## src/rtl/fbaud_pkg.sv

```systemverilog
package fbaud_pkg;
  localparam int unsigned ADDR_W      = 8;
  localparam logic [7:0]  OFS_PRESC   = 8'h30;
  localparam logic [7:0]  OFS_MULT    = 8'h34;
  localparam logic [7:0]  OFS_DIVR    = 8'h38;
  localparam int unsigned RST_MULT    = 1;
  localparam int unsigned RST_DIVR    = 1;
  localparam int unsigned RST_PRESC   = 16;
endpackage

```

## src/rtl/fbaud_regs.sv

```systemverilog
module fbaud_regs #(
  parameter int unsigned RATIO_W = 24,
  parameter int unsigned PS_W    = 8
) (
  input  logic                        clk,
  input  logic                        rst_n,
  input  logic                        bus_wr,
  input  logic [fbaud_pkg::ADDR_W-1:0] bus_addr,
  input  logic [RATIO_W-1:0]          bus_wdata,
  output logic [RATIO_W-1:0]          bus_rdata,
  output logic [RATIO_W-1:0]          mult_q,
  output logic [RATIO_W-1:0]          divr_q,
  output logic [PS_W-1:0]             presc_q,
  output logic                        presc_wr
);
  import fbaud_pkg::*;

  logic hit_ps, hit_mu, hit_dv;
  logic [RATIO_W-1:0] mult_d, divr_d;
  logic [PS_W-1:0]    presc_d;

  assign hit_ps   = (bus_addr == OFS_PRESC);
  assign hit_mu   = (bus_addr == OFS_MULT);
  assign hit_dv   = (bus_addr == OFS_DIVR);
  assign presc_wr = bus_wr & hit_ps;

  always_comb begin
    mult_d  = mult_q;
    divr_d  = divr_q;
    presc_d = presc_q;
    if (bus_wr && hit_mu) mult_d  = bus_wdata;
    if (bus_wr && hit_dv) divr_d  = bus_wdata;
    if (presc_wr)         presc_d = bus_wdata[PS_W-1:0];
  end

  always_ff @(posedge clk or negedge rst_n) begin
    if (!rst_n) begin
      mult_q  <= RATIO_W'(RST_MULT);
      divr_q  <= RATIO_W'(RST_DIVR);
      presc_q <= PS_W'(RST_PRESC);
    end else begin
      mult_q  <= mult_d;
      divr_q  <= divr_d;
      presc_q <= presc_d;
    end
  end

  always_comb begin
    bus_rdata = '0;
    if (hit_ps) bus_rdata = RATIO_W'(presc_q);
    if (hit_mu) bus_rdata = mult_q;
    if (hit_dv) bus_rdata = divr_q;
  end

  AST_PS_WRITE: assert property (@(posedge clk) disable iff (!rst_n)
    presc_wr |=> presc_q == $past(bus_wdata[PS_W-1:0])) else $error("ps write");
  AST_MULT_HOLD: assert property (@(posedge clk) disable iff (!rst_n)
    !(bus_wr && hit_mu) |=> $stable(mult_q)) else $error("mult hold");
endmodule

```

## src/rtl/fbaud_ratio.sv

```systemverilog
module fbaud_ratio #(
  parameter int unsigned RATIO_W = 24
) (
  input  logic               clk,
  input  logic               rst_n,
  input  logic [RATIO_W-1:0] mult,
  input  logic [RATIO_W-1:0] divr,
  output logic               os_tick
);
  localparam int unsigned SUM_W = RATIO_W + 1;

  logic [RATIO_W-1:0] acc_q, acc_d;
  logic               tick_d;
  logic               legal;
  logic [SUM_W-1:0]   sum;
  logic [SUM_W-1:0]   sum_wrap;

  assign legal    = (divr != '0) && (mult <= divr);
  assign sum      = {1'b0, acc_q} + {1'b0, mult};
  assign sum_wrap = sum - {1'b0, divr};

  always_comb begin
    acc_d  = '0;
    tick_d = 1'b0;
    if (legal) begin
      if (sum >= {1'b0, divr}) begin
        acc_d  = sum_wrap[RATIO_W-1:0];
        tick_d = 1'b1;
      end else begin
        acc_d  = sum[RATIO_W-1:0];
      end
    end
  end

  always_ff @(posedge clk or negedge rst_n) begin
    if (!rst_n) begin
      acc_q   <= '0;
      os_tick <= 1'b0;
    end else begin
      acc_q   <= acc_d;
      os_tick <= tick_d;
    end
  end

  AST_ILLEGAL_QUIET: assert property (@(posedge clk) disable iff (!rst_n)
    !legal |=> (!os_tick && acc_q == '0)) else $error("illegal ratio active");
  AST_FULL_RATE: assert property (@(posedge clk) disable iff (!rst_n)
    (legal && mult == divr) |=> os_tick) else $error("full rate missed");
endmodule

```

## src/rtl/fbaud_presc.sv

```systemverilog
module fbaud_presc #(
  parameter int unsigned PS_W = 8
) (
  input  logic            clk,
  input  logic            rst_n,
  input  logic [PS_W-1:0] presc,
  input  logic            reload,
  input  logic            os_tick,
  output logic            baud_tick
);
  logic [PS_W-1:0] cnt_q, cnt_d;
  logic [PS_W-1:0] last;
  logic            baud_d;

  assign last = (presc == '0) ? '0 : presc - PS_W'(1);

  always_comb begin
    cnt_d  = cnt_q;
    baud_d = 1'b0;
    if (reload) begin
      cnt_d = '0;
    end else if (os_tick) begin
      if (cnt_q >= last) begin
        cnt_d  = '0;
        baud_d = 1'b1;
      end else begin
        cnt_d  = cnt_q + PS_W'(1);
      end
    end
  end

  always_ff @(posedge clk or negedge rst_n) begin
    if (!rst_n) begin
      cnt_q     <= '0;
      baud_tick <= 1'b0;
    end else begin
      cnt_q     <= cnt_d;
      baud_tick <= baud_d;
    end
  end

  AST_BAUD_AFTER_OS: assert property (@(posedge clk) disable iff (!rst_n)
    baud_tick |-> $past(os_tick)) else $error("baud without os");
  AST_UNIT_PRESC: assert property (@(posedge clk) disable iff (!rst_n)
    (presc <= PS_W'(1) && os_tick && !reload) |=> baud_tick) else $error("unit prescale");
  AST_RELOAD_QUIET: assert property (@(posedge clk) disable iff (!rst_n)
    reload |=> !baud_tick) else $error("reload pulse");
endmodule

```

## src/rtl/fbaud_gen.sv

```systemverilog
module fbaud_gen #(
  parameter int unsigned RATIO_W = 24,
  parameter int unsigned PS_W    = 8
) (
  input  logic                         clk,
  input  logic                         rst_n,
  input  logic                         bus_wr,
  input  logic [fbaud_pkg::ADDR_W-1:0] bus_addr,
  input  logic [RATIO_W-1:0]           bus_wdata,
  output logic [RATIO_W-1:0]           bus_rdata,
  output logic                         os_tick,
  output logic                         baud_tick
);
  logic [1:0]         rst_sync;
  logic               rst_ns;
  logic [RATIO_W-1:0] mult_q, divr_q;
  logic [PS_W-1:0]    presc_q;
  logic               presc_wr;

  always_ff @(posedge clk or negedge rst_n) begin
    if (!rst_n) rst_sync <= 2'b00;
    else        rst_sync <= {rst_sync[0], 1'b1};
  end
  assign rst_ns = rst_sync[1];

  fbaud_regs #(.RATIO_W(RATIO_W), .PS_W(PS_W)) u_regs (
    .clk(clk), .rst_n(rst_ns), .bus_wr(bus_wr), .bus_addr(bus_addr),
    .bus_wdata(bus_wdata), .bus_rdata(bus_rdata), .mult_q(mult_q),
    .divr_q(divr_q), .presc_q(presc_q), .presc_wr(presc_wr)
  );

  fbaud_ratio #(.RATIO_W(RATIO_W)) u_ratio (
    .clk(clk), .rst_n(rst_ns), .mult(mult_q), .divr(divr_q), .os_tick(os_tick)
  );

  fbaud_presc #(.PS_W(PS_W)) u_presc (
    .clk(clk), .rst_n(rst_ns), .presc(presc_q), .reload(presc_wr),
    .os_tick(os_tick), .baud_tick(baud_tick)
  );

  AST_RESET_DEFAULTS: assert property (@(posedge clk)
    $rose(rst_ns) |-> (mult_q == RATIO_W'(1) && divr_q == RATIO_W'(1) && presc_q == PS_W'(16)))
    else $error("reset defaults");
endmodule

```

## config.mk

```make
export PLATFORM = sky130hd
export DESIGN_NAME = fbaud_gen
export DESIGN_NICKNAME = d
export VERILOG_FILES = /design/src/rtl/fbaud_pkg.sv /design/src/rtl/fbaud_regs.sv /design/src/rtl/fbaud_ratio.sv /design/src/rtl/fbaud_presc.sv /design/src/rtl/fbaud_gen.sv
export SDC_FILE = /design/constraint.sdc
export NUM_CORES = 1
export LEC_CHECK = 0
export ABC_AREA = 1
export BUFFER_PORTS_ARGS = -buffer_cell sky130_fd_sc_hd__buf_2
export CORE_MARGIN = 5
export CORE_UTILIZATION = 55
export CTS_CLUSTER_DIAMETER = 40
export CTS_CLUSTER_SIZE = 16
export DETAILED_ROUTE_END_ITERATION = 6
export HOLD_SLACK_MARGIN = 0.03
export PLACE_DENSITY = 0.75
export REMOVE_ABC_BUFFERS = 1
export SLEW_MARGIN = 20
export SYNTH_ARGS = -nofsm -noshare
export SYNTH_HDL_FRONTEND = slang
export SYNTH_SLANG_ARGS = --single-unit
```

## constraint.sdc

```tcl
create_clock -name clk -period 3.4 [get_ports clk]
set_clock_uncertainty 0.1 [all_clocks]
set_input_delay 0 -clock clk [delete_from_list [all_inputs] [get_ports clk]]
set_output_delay 0 -clock clk [all_outputs]
set_load 0.01 [all_outputs]
```

======== Word level (Yosys, flattened, before mapping) ========
Cells that the tools add are included.
Widths: inputs -> output; s select.
word-level totals
  register bits ........................... 92
  latch bits .............................. 0
  bits in writable memories ............... 0
  memory bits (read-only) ................. 0
  logic and storage cells ................. 39
  memories kept ........................... 0
operators by class
  add/sub/neg operators ................... 4
  multiply operators ...................... 0
  divide/modulo/power cells ............... 0
  $lt $le $gt $ge ......................... 3
  equal/unequal tests ..................... 3
  shift-type cells ........................ 0
  multiplexer cells ....................... 14
  bitwise gates (word level) .............. 1
  reduce and logical (&&, ||, !) cells .... 6
operators with widths
  operator             number
  $mux 24              4
  $mux 8               5
  $add 24x24->25       1
  $ge 25x24->1         1
  $eq 8x6->1 const B   3
  $le 24x24->1         1
  $reduce_bool 24->1   1
  $sub 24x24->24       1
  $add 8x1->8 const B  1
  $ge 8x8->1           1
  $logic_not 8->1      1
  $sub 8x1->8 const B  1
  $mux 1               5
  $logic_and 1x1->1    3
  $reduce_bool 2->1    1
  $and 1x1->1          1

======== Longest topological paths before layout ========
Gate-level depths: netlist of the first run.
  word-level depth ........................ 6
  gate-level depth with buffers ........... 28
  depth with buffers taken out ............ 27

======== By module ========
From an unflattened synthesis of the first run, not the netlist that was laid out.
second synthesis, totals
  cell total of the unflattened synthesis .. 1,457
  area, all modules ....................... 9,072.5 sq um
modules (own cells, without submodules)
  module       instances  cells an instance  area an instance (sq um)
  fbaud_ratio  1          961                5,300.1
  fbaud_regs   1          356                2,811.4
  fbaud_presc  1          137                907.1
  fbaud_gen    1          3                  53.8

======== Least setup slack after synthesis of the first run ========
No wires, ideal clock.
  kind .................................... reg2reg
  start point ............................. register u_regs.mult_q[0]
  end point ............................... register u_ratio.acc_q[12]
  arrival time ............................ 3.266 ns
  path slack .............................. -0.087 ns
  cell stages (with the launch flop) ...... 27
  path buffers ............................ 2
  clock period less this slack ............ 3.487 ns
  cell sequence ........................... dfstp_2 ha_1 inv_1 fa_1 inv_2 nand3_1 nand2_1 nand2_1 nand2_1 nand2_1 nand2_2 nand2_1 nand3_1 nand2_1 ha_1 nand2_1 nand2_1 nand3_1 nand2_1 a21oi_1 nand3_1 nand2_2 buf_6 buf_6 nand3_1 nand2_1 nor2_1
between the ends
  cells in the longest elaborated chain, start to end .. 4
ends and longest elaborated chain
  element                                         line                                  RTL
  start: declaration                              fbaud_regs.sv:11                      output logic [RATIO_W-1:0] mult_q,
  start signal: assignment                        fbaud_regs.sv:38                      mult_q <= RATIO_W'(RST_MULT);
  start signal: assignment                        fbaud_regs.sv:42                      mult_q <= mult_d;
  $add 24x24->25                                  fbaud_ratio.sv:19                     assign sum = {1'b0, acc_q} + {1'b0, mult};
  $sub 24x24->24 or $ge 25x24->1 (tied branches)  fbaud_ratio.sv:20, fbaud_ratio.sv:26
  $mux 24                                         fbaud_ratio.sv:26                     if (sum >= {1'b0, divr}) begin
  $mux 24 (*)                                     fbaud_ratio.sv:25                     if (legal) begin
  named net u_ratio.acc_d[12]                     fbaud_ratio.sv:12                     logic [RATIO_W-1:0] acc_q, acc_d;
  end signal: assignment                          fbaud_ratio.sv:37                     acc_q <= '0;
  end signal: assignment                          fbaud_ratio.sv:40                     acc_q <= acc_d;
  end: declaration                                fbaud_ratio.sv:12
The timed path passes the listed nets; every way through them passes the cells marked *.
A chain may end at the register's enable or synchronous reset.

======== Final worst setup path of the first run ========
  start point ............................. register u_regs.mult_q[0]
  end point ............................... register u_ratio.acc_q[2]
Same word-level chain as after synthesis.

==> results of run 1 <==
==> worst paths after layout <==
| kind | cells past startpoint | slack, ps | end | start |
|---|---|---|---|---|
| max | 22 | -260 | u_ratio.acc_q[2]$_DFF_PN0_ | u_regs.mult_q[0]$_DFFE_PN1P_ |
| min | 0 | 260 | rst_sync[1]$_DFF_PN0_ | rst_sync[0]$_DFF_PN0_ |
| max reg2reg | 22 | -260 | u_ratio.acc_q[2]$_DFF_PN0_ | u_regs.mult_q[0]$_DFFE_PN1P_ |
| min reg2reg | 0 | 260 | rst_sync[1]$_DFF_PN0_ | rst_sync[0]$_DFF_PN0_ |
| max in group asynchronous | 1 | 2130 | u_ratio.os_tick$_DFF_PN0_ | rst_sync[1]$_DFF_PN0_ |
| min in group asynchronous | 0 | 360 | u_regs.presc_q[5]$_DFFE_PN0P_ | rst_sync[1]$_DFF_PN0_ |
==> cell type report <==
class | instances | area, um2
Clock buffer | 11 | 253
Clock inverter | 5 | 58.8
Fill cell | 1092 | 3720
Inverter | 243 | 912
Multi-Input combinational cell | 974 | 5790
Sequential cell | 92 | 2320
Tap cell | 188 | 235
Timing Repair Buffer | 241 | 1790
==> synthesized netlist by cell type (2+ instances only) <==
master      n
o221ai_1    2
inv_1     239
o211ai_1    5
o21ai_0    91
ha_1       82
buf_2       5
buf_6       4
nand2_2     4
clkbuf_1   12
nor4_1      7
a21oi_1    49
inv_2       3
dfstp_2     3
a21oi_2     3
o21ai_1     4
xor2_1     15
dfrtp_1    89
fa_1        2
or2_2       2
nor2_1    100
nand4_1    25
xnor2_1    11
nand3b_1   13
o21bai_1    3
nand2_1   456
nor3_1      8
o22ai_1     3
nand3_1    79
==> worst max-delay path: stages, from the launching register on <==
cell and delay (ps):
dfstp_2 560, ha_4 140, inv_2 30, fa_2 380, nor4_4 310, buf_4 160
o21ai_0 70, nand2_1 160, inv_2 60, ha_4 300, nand2_2 70, nor2_2 130
inv_1 50, nor2_1 140, nand2_1 140, nand3_2 120, a21oi_4 50, nand2_4 110
buf_12 120, buf_16 130, nand2_4 40, nand2_2 80, nor2_2 40
==> metrics by stage <==
step,setup TNS (ps),cell area [um2]
2_1_floorplan,-5750,8300
3_3_place_gp,-7070,9840
3_5_place_dp,-9820,9840
4_1_cts,-938,11000
5_1_grt,-8180,11400
6_report,-5450,11400
==> kinds of logic (layout without fill, tap and decap cells) <==
logic type / count (synthesis) / in the layout
other: 1 / 1
adders and majority gates: 84 / 84
buffers and inverters: 265 / 500
DFF: 92 / 92
xor gates and xnor gates: 26 / 26
AOI/OAI and AO/OA: 163 / 163
and+or+nand+nor: 700 / 700
==> flip-flops by register name, indices dropped and copies added (netlist names) <==
signal and cells:
rst_sync 2, u_regs.divr_q 24, u_regs.mult_q 24, u_regs.presc_q 8, u_presc.baud_tick 1, u_ratio.os_tick 1
u_presc.cnt_q 8, u_ratio.acc_q 24
==> what timing repair did <==
action | in CTS | in global routing
buffers inserted | 18 | 3
gates resized for setup | 85 | 70
gates cloned | 1 | 0
hold buffers | 29 | 0
endpoints found under the setup margin | 25 | 25
pin swaps | 24 | 29
endpoints found under the hold margin | 58 | 0
==> placed cells by master (no fill, tap or decap), types with 7 or more instances in the layout <==
| master | instances |
|---|---|
| a21oi_1 | 43 |
| nor2_1 | 87 |
| clkbuf_16 | 9 |
| dfrtp_1 | 81 |
| ha_1 | 53 |
| nand2_1 | 399 |
| o21ai_0 | 91 |
| xor2_1 | 13 |
| nand3_2 | 7 |
| buf_2 | 60 |
| a21oi_2 | 9 |
| dfrtp_2 | 7 |
| xnor2_1 | 10 |
| nand2_4 | 12 |
| buf_4 | 147 |
| inv_1 | 234 |
| nand3_1 | 72 |
| dlygate4sd3_1 | 29 |
| ha_4 | 28 |
| nand3b_1 | 13 |
| nand4_1 | 25 |
| inv_2 | 8 |
| nand2_2 | 50 |
| nor2_2 | 9 |
==> power groups by stage <==
| stage | combinational, mW | clock (mW) | sequential (mW) |
|---|---|---|---|
| 3_3_place_gp | 4.22 | 0 | 1.37 |
| 6_report | 5.49 | 1.05 | 1.39 |
| 2_1_floorplan | 2.74 | 0 | 1.34 |
| 5_1_grt | 5.99 | 1.11 | 1.40 |
| 3_5_place_dp | 4.31 | 0 | 1.38 |
| 4_1_cts | 4.92 | 1.06 | 1.37 |
==> routing by layer <==
layer  track usage  part of all wire  vias to the layer above
li1              -                 -                     4655
met1         0.407              0.42                     4335
met2         0.491              0.46                      402
met3        0.0495             0.088                       76
met4         0.103             0.034                        0
met5             0                 0                        -
==> metrics, run 1 <==
Internal Pwr Total 4.28 mW; fraction of registers with async set/reset 1.00; I/O pin count 61; dpl ws -422 ps; distinct cell type count of the synthesized netlist 40; sw power 3.65 mW; initial antenna violation count 0; Worst EP required between 3000 and 4000 ps; CTS tree done; Area growth syn-to-layout 35.0%; die height about 130 um; Initial Utilization 0.558; Seq/Total Area, Yosys 0.274; row count 45; Clock Sinks 92; Main synth FF type dfrtp_1; Slew Viols, Final 0; total clock buffers created by CTS 9; sequential share of power 0.175; Max-Cap Viols 0; DRC Markers 0; DP Cell Count ~1.7k; min cycle time layout 3660 ps; synth top area cells dfrtp_1 (26%), nand2_1 (20%), ha_1 (12%), inv_1 (11%), o21ai_0 (5.4%); Die Width roughly 130 um; worst hold-check path type reg2reg; Max Fclk about 270 MHz; largest net degree at the start of global routing 69; failing checks setup timing; Crit. End Element flip-flop; Period Utilization, post-route 1.08; Root Buffer clkbuf_16; final setup violating endpoints 25; Synth Area in Compound Gates 0.104; GRT Util Overall 0.301; EDFF count, synth 0; switch share 0.460; peak supply drop 0.475 mV; Clock transition at path regs roughly 70 ps; Post-DRT Antenna Nets 0; layout cells sized above 1 0.242; hpwl dp about 20000 um; Slew Limit Headroom 0.418; Pwr Total about 8 mW; n_diodes 0; DR iter-0 viols between 900 and 1k; Yosys warnings 0; via count around 9.5k; CP arrival approximately 3800 ps; GPL Wtd Cong approximately 0.95; RSZ-0062 raised after global routing true; outcome finished, violations left; Die Area roughly 18000 um2; total grt overflow 0; Comb pwr share 0.692; Leakage 6.30 nW; Critical Path Fanout Max 8; crit path kind reg2reg; Final Hold Violating Endpoints 0; pwr/cell area 698 nW/um2; Worst-Skew Late Latency 350 ps; final wirelength ~28000 um; Core Area 15100 um2; Fin Hold WS about 260 ps; xor/xnor share of the synthesized area 0.0271; first-pass GRT wire length roughly 43000 um; Gate Count Post-Synth 1331; final std cells w/o fill 1754; TritonRoute pass-1 iters 6; IO buf count 60; Synth Area in Simple Gates 0.345; cell taking the most area after synthesis dfrtp_1; FF+latch count, synth between 90 and 100; post-synthesis instance area between 8000 and 9000 um2; share of the synthesized area in the top cell type 0.265; startpoint types flip-flop; vias per cell ~5.4; worst-margin pin slew around 870 ps; H-tree depth 3; largest family of logic cells by synthesized area simple AND/OR/NAND/NOR gates; vias in the first global route ~8.9k; Avg WL per Cell between 15 and 20 um; post-layout util 0.753; synthesized area per cell 6.32 um2; Final nets ~1.7k; mux contribution to synthesized area 0; Setup WS post-layout -255 ps; Post-Synth Adder-Cell Area 0.127; clock network power share 0.133; CTS max path bufs 2
Power figures use the tool's default switching activity.
==> run 2, diff against run 1 <==
Settings changed: ABC_AREA 1 to not set.
==> run 2 against run 1 <==
Net effect: the flow still finishes with violations (setup timing); power shrank 12%; cell area shrank 11%; count of clock-buffer cells in the layout shrank 2; setup slack lost 650 ps; die area shrank 12%.
==> metrics, run 2 <==
Yosys warnings 0 (unchanged); share of the synthesized area in the top cell type 0.306 (+0.0409); pwr/cell area 693 nW/um2 (-0.74%); Root Buffer clkbuf_16; outcome finished, violations left; CTS tree done; Final Hold Violating Endpoints 0 (unchanged); startpoint types flip-flop; final setup violating endpoints 25 (unchanged); Avg WL per Cell 19.8 um (+26%); peak supply drop 0.357 mV (-25%); worst-margin pin slew 802 ps (-71.2 ps); CTS max path bufs 2 (unchanged); layout cells sized above 1 0.378 (+0.136); min cycle time layout 4310 ps (+652 ps); GPL Wtd Cong 0.964 (+1.8%); combined area of the multi-input logic cells 5170 um2 (-11%); switch share 0.409 (-0.0517); total grt overflow 0 (unchanged); Final nets 1142 (-32%); Pwr Total 6.99 mW (-12%); slowest stage cell on the critical path dfrtp_1; post-layout util 0.768 (+0.0149); count leader, synth dfrtp_1; Setup WS post-layout -907 ps (-652 ps); Clock Sinks 92 (unchanged); Max Fclk 232 MHz (-15%); n_diodes 0 (unchanged); Internal Pwr Total 4.13 mW (-3.4%); Critical Path Fanout Max 5 (-3); Seq/Total Area, Yosys 0.316 (+0.0423); failing checks setup timing; DR iter-0 viols 591 (-38%); WHS Path Cells 4 (+4); die height 125 um (-6.4%); Slew Viols, Final 0 (unchanged); synth top area cells dfrtp_1 (31%), ha_1 (14%), mux2_2 (8.5%), a21oi_1 (4.1%), nor2_1 (3.9%); Max-Cap Viols 0 (unchanged); dpl ws -1090 ps (-664 ps); worst reg2reg startpoint u_regs.mult_q[1]$_DFFE_PN0P_; Gate Count Post-Synth 774 (-42%); max incr delay on CP 440 ps (-120 ps); I/O pin count 61 (unchanged); Die Width 125 um (-6.4%); vias per cell 5.99 (+11%); most frequent cells after synthesis dfrtp_1 (89), ha_1 (82), nor2_1 (76); Die Area 15700 um2 (-12%); Slew Limit Headroom 0.466 (+0.0475); final wirelength 23800 um (-13%); post-route cell area 10100 um2 (-11%); Core Area 13100 um2 (-13%); crit path kind reg2reg; clock network power share 0.147 (+0.014); fill cell count 884 (-19%); TritonRoute pass-1 iters 5 (-1); dpl cell area 8810 um2 (-11%); CP delay by family, top compound AO/OA/AOI/OAI gates; H-tree depth 3 (unchanged); Crit. End Element flip-flop; worst hold-check path type in2reg; Worst R2R Setup Slack -910 ps (-650 ps); synthesized area per cell 9.42 um2 (+49%); Setup TNS Final -21040 ps (-15590 ps); Worst-Skew Late Latency 360 ps (about the same); Area growth syn-to-layout 38.4%; hold endpoint u_presc.baud_tick$_DFF_PN0_; Main synth FF type dfrtp_1; FF+latch count, synth 92 (unchanged); FF/Latch Area 2310 um2 (-0.38%); Comb pwr share 0.659 (-0.033); Initial Utilization 0.555 (-0.00285); sequential share of power 0.195 (+0.020); EDFF count, synth 0 (unchanged); DRC Markers 0 (unchanged); GRT Util Overall 0.296 (-0.00526); initial antenna violation count 0 (unchanged); Largest regs u_ratio.acc_q: 24 flops, u_regs.divr_q: 24 flops, u_regs.mult_q: 24 flops; Clock transition at path regs 70 ps (about the same); total clock buffers created by CTS 9 (unchanged); RSZ-0062 raised after global routing true; FF-to-FF End u_ratio.acc_q[18]$_DFF_PN0_; final std cells w/o fill 1204 (-31%); sw power 2.86 mW (-22%); largest net degree at the start of global routing 58 (-16%); CP arrival 4450 ps (+680 ps); Most Frequent Cell on Critical Path ha_4; via count 7209 (-24%); commonest non-fill, non-tap cells in the layout buf_4 (160), dfrtp_1 (88), ha_1 (75); post-synthesis instance area 7290 um2 (-13%); Worst Path Buf+Inv 3 (-3); reg2reg path depth 20 (-9.1%); fraction of registers with async set/reset 1.00 (unchanged); commonest non-fill, non-tap cell in the layout buf_4; CP cell instances ha_4 > a211oi_2 > nor2_2 > o31ai_2 > o21ai_1 > buf_4 > a21o_4 > a21oi_2 > a21oi_1 > xnor2_1 > inv_1 > ha_4 > nand3_4 > nor4_4 > a31o_2 > a21oi_4 > a21bo_4 > clkbuf_16 > mux2i_1 > nor2_1; Post-DRT Antenna Nets 0 (unchanged); row count 42 (-6.7%); Worst EP required 3550 ps (+30 ps); Fin Hold WS 196 ps (-61.5 ps); Period Utilization, post-route 1.27 (+0.192); vias in the first global route 7523 (-15%); HP Start bus_wr; distinct cell type count of the synthesized netlist 61 (+53%); Leakage 5.15 nW (-18%); cell taking the most area after synthesis dfrtp_1; DP Cell Count 1132 (-33%); hpwl dp 16800 um (-16%); IO buf count 60 (unchanged); first-pass GRT wire length 37600 um (-13%)
## run 2: cell types whose count changed in the layout (fill, tap and decap cells not counted), sizes merged, moves of 15 or more
cell / before / now
buf: 212 / 231
mux2: 0 / 55
nand2: 461 / 34
o21ai: 95 / 31
a22o: 0 / 18
mux2i: 0 / 25
nand3: 79 / 17
a21o: 1 / 26
xnor2: 11 / 26
inv: 243 / 42
nand4: 25 / 9
nor2: 102 / 76
## run 2: worst max-delay path by stage
stage                             startpoint                          end  slack [ps]  depth (start not counted)
2_1_floorplan   u_regs.mult_q[0]$_DFFE_PN1P_  u_ratio.acc_q[19]$_DFF_PN0_       -1170                         19
3_3_place_gp    u_regs.mult_q[0]$_DFFE_PN1P_   u_ratio.acc_q[9]$_DFF_PN0_        -930                         20
3_5_place_dp    u_regs.mult_q[0]$_DFFE_PN1P_   u_ratio.acc_q[6]$_DFF_PN0_       -1090                         20
4_1_cts         u_regs.mult_q[0]$_DFFE_PN1P_  u_ratio.acc_q[11]$_DFF_PN0_        -890                         20
5_1_grt        u_regs.mult_q[12]$_DFFE_PN0P_  u_ratio.acc_q[18]$_DFF_PN0_       -1090                         19
6_report        u_regs.mult_q[1]$_DFFE_PN0P_  u_ratio.acc_q[18]$_DFF_PN0_        -910                         20
## run 2: routing by layer
metal / global-route usage / vias to the layer above / part of all wire / wire length (um)
met3: 0.0537 / 82 / 0.056 / 1330
met5: 0 / - / 0 / 0
met1: 0.367 / 3534 / 0.41 / 9860
li1: - / 3327 / - / -
met2: 0.501 / 266 / 0.49 / 11700
met4: 0.136 / 0 / 0.041 / 970
## run 2: worst reg2reg max path, cell delays in order (launching register included)
cell       delay (ps)
dfrtp_1           440
ha_4              280
a211oi_2          250
nor2_2            100
o31ai_2           300
o21ai_1           100
buf_4             160
a21o_4            230
a21oi_2           150
a21oi_1           100
xnor2_1           230
inv_1             110
ha_4              310
nand3_4            70
nor4_4            260
a31o_2            210
a21oi_4            40
a21bo_4           290
clkbuf_16         190
mux2i_1           210
nor2_1             70
## run 2: cell families (layout without fill, tap and decap cells)
family / Yosys count / count (layout) / share of synthesized area
other: 1 / 1 / 0.000514
AND/OR/NAND/NOR: 212 / 212 / 0.144
AO/OA/AOI/OAI: 204 / 204 / 0.191
flip-flops: 92 / 92 / 0.316
multiplexers: 80 / 80 / 0.119
adder cells (fa/ha/maj): 84 / 84 / 0.146
XOR/XNOR: 39 / 39 / 0.0469
buffers and inverters: 62 / 316 / 0.0360
## run 2: power groups by stage
stage          sequential, mW  combinational, mW  clock, mW
2_1_floorplan            1.35               2.29          0
3_3_place_gp             1.36               3.52          0
3_5_place_dp             1.37               3.64          0
4_1_cts                  1.36               4.05       1.03
5_1_grt                  1.37               4.93       1.09
6_report                 1.36               4.60       1.03
## run 2: layout make-up
| class | count | share of cell area |
|---|---|---|
| clock inverter | 7 | 0.00670 |
| clock buffer | 9 | 0.0223 |
| inverter | 42 | 0.0156 |
| multi-input combinational | 620 | 0.513 |
| timing repair buffer | 258 | 0.192 |
| sequential | 92 | 0.229 |
| tap | 176 | 0.0218 |
## run 2: timing repair
| action | CTS | global route |
|---|---|---|
| resized for setup | 54 | 51 |
| cloned | 1 | 2 |
| hold endpoints to repair | 58 | 0 |
| pin swaps | 31 | 48 |
| hold buffers | 26 | 0 |
| setup endpoints to repair | 25 | 31 |
| setup buffers | 12 | 15 |
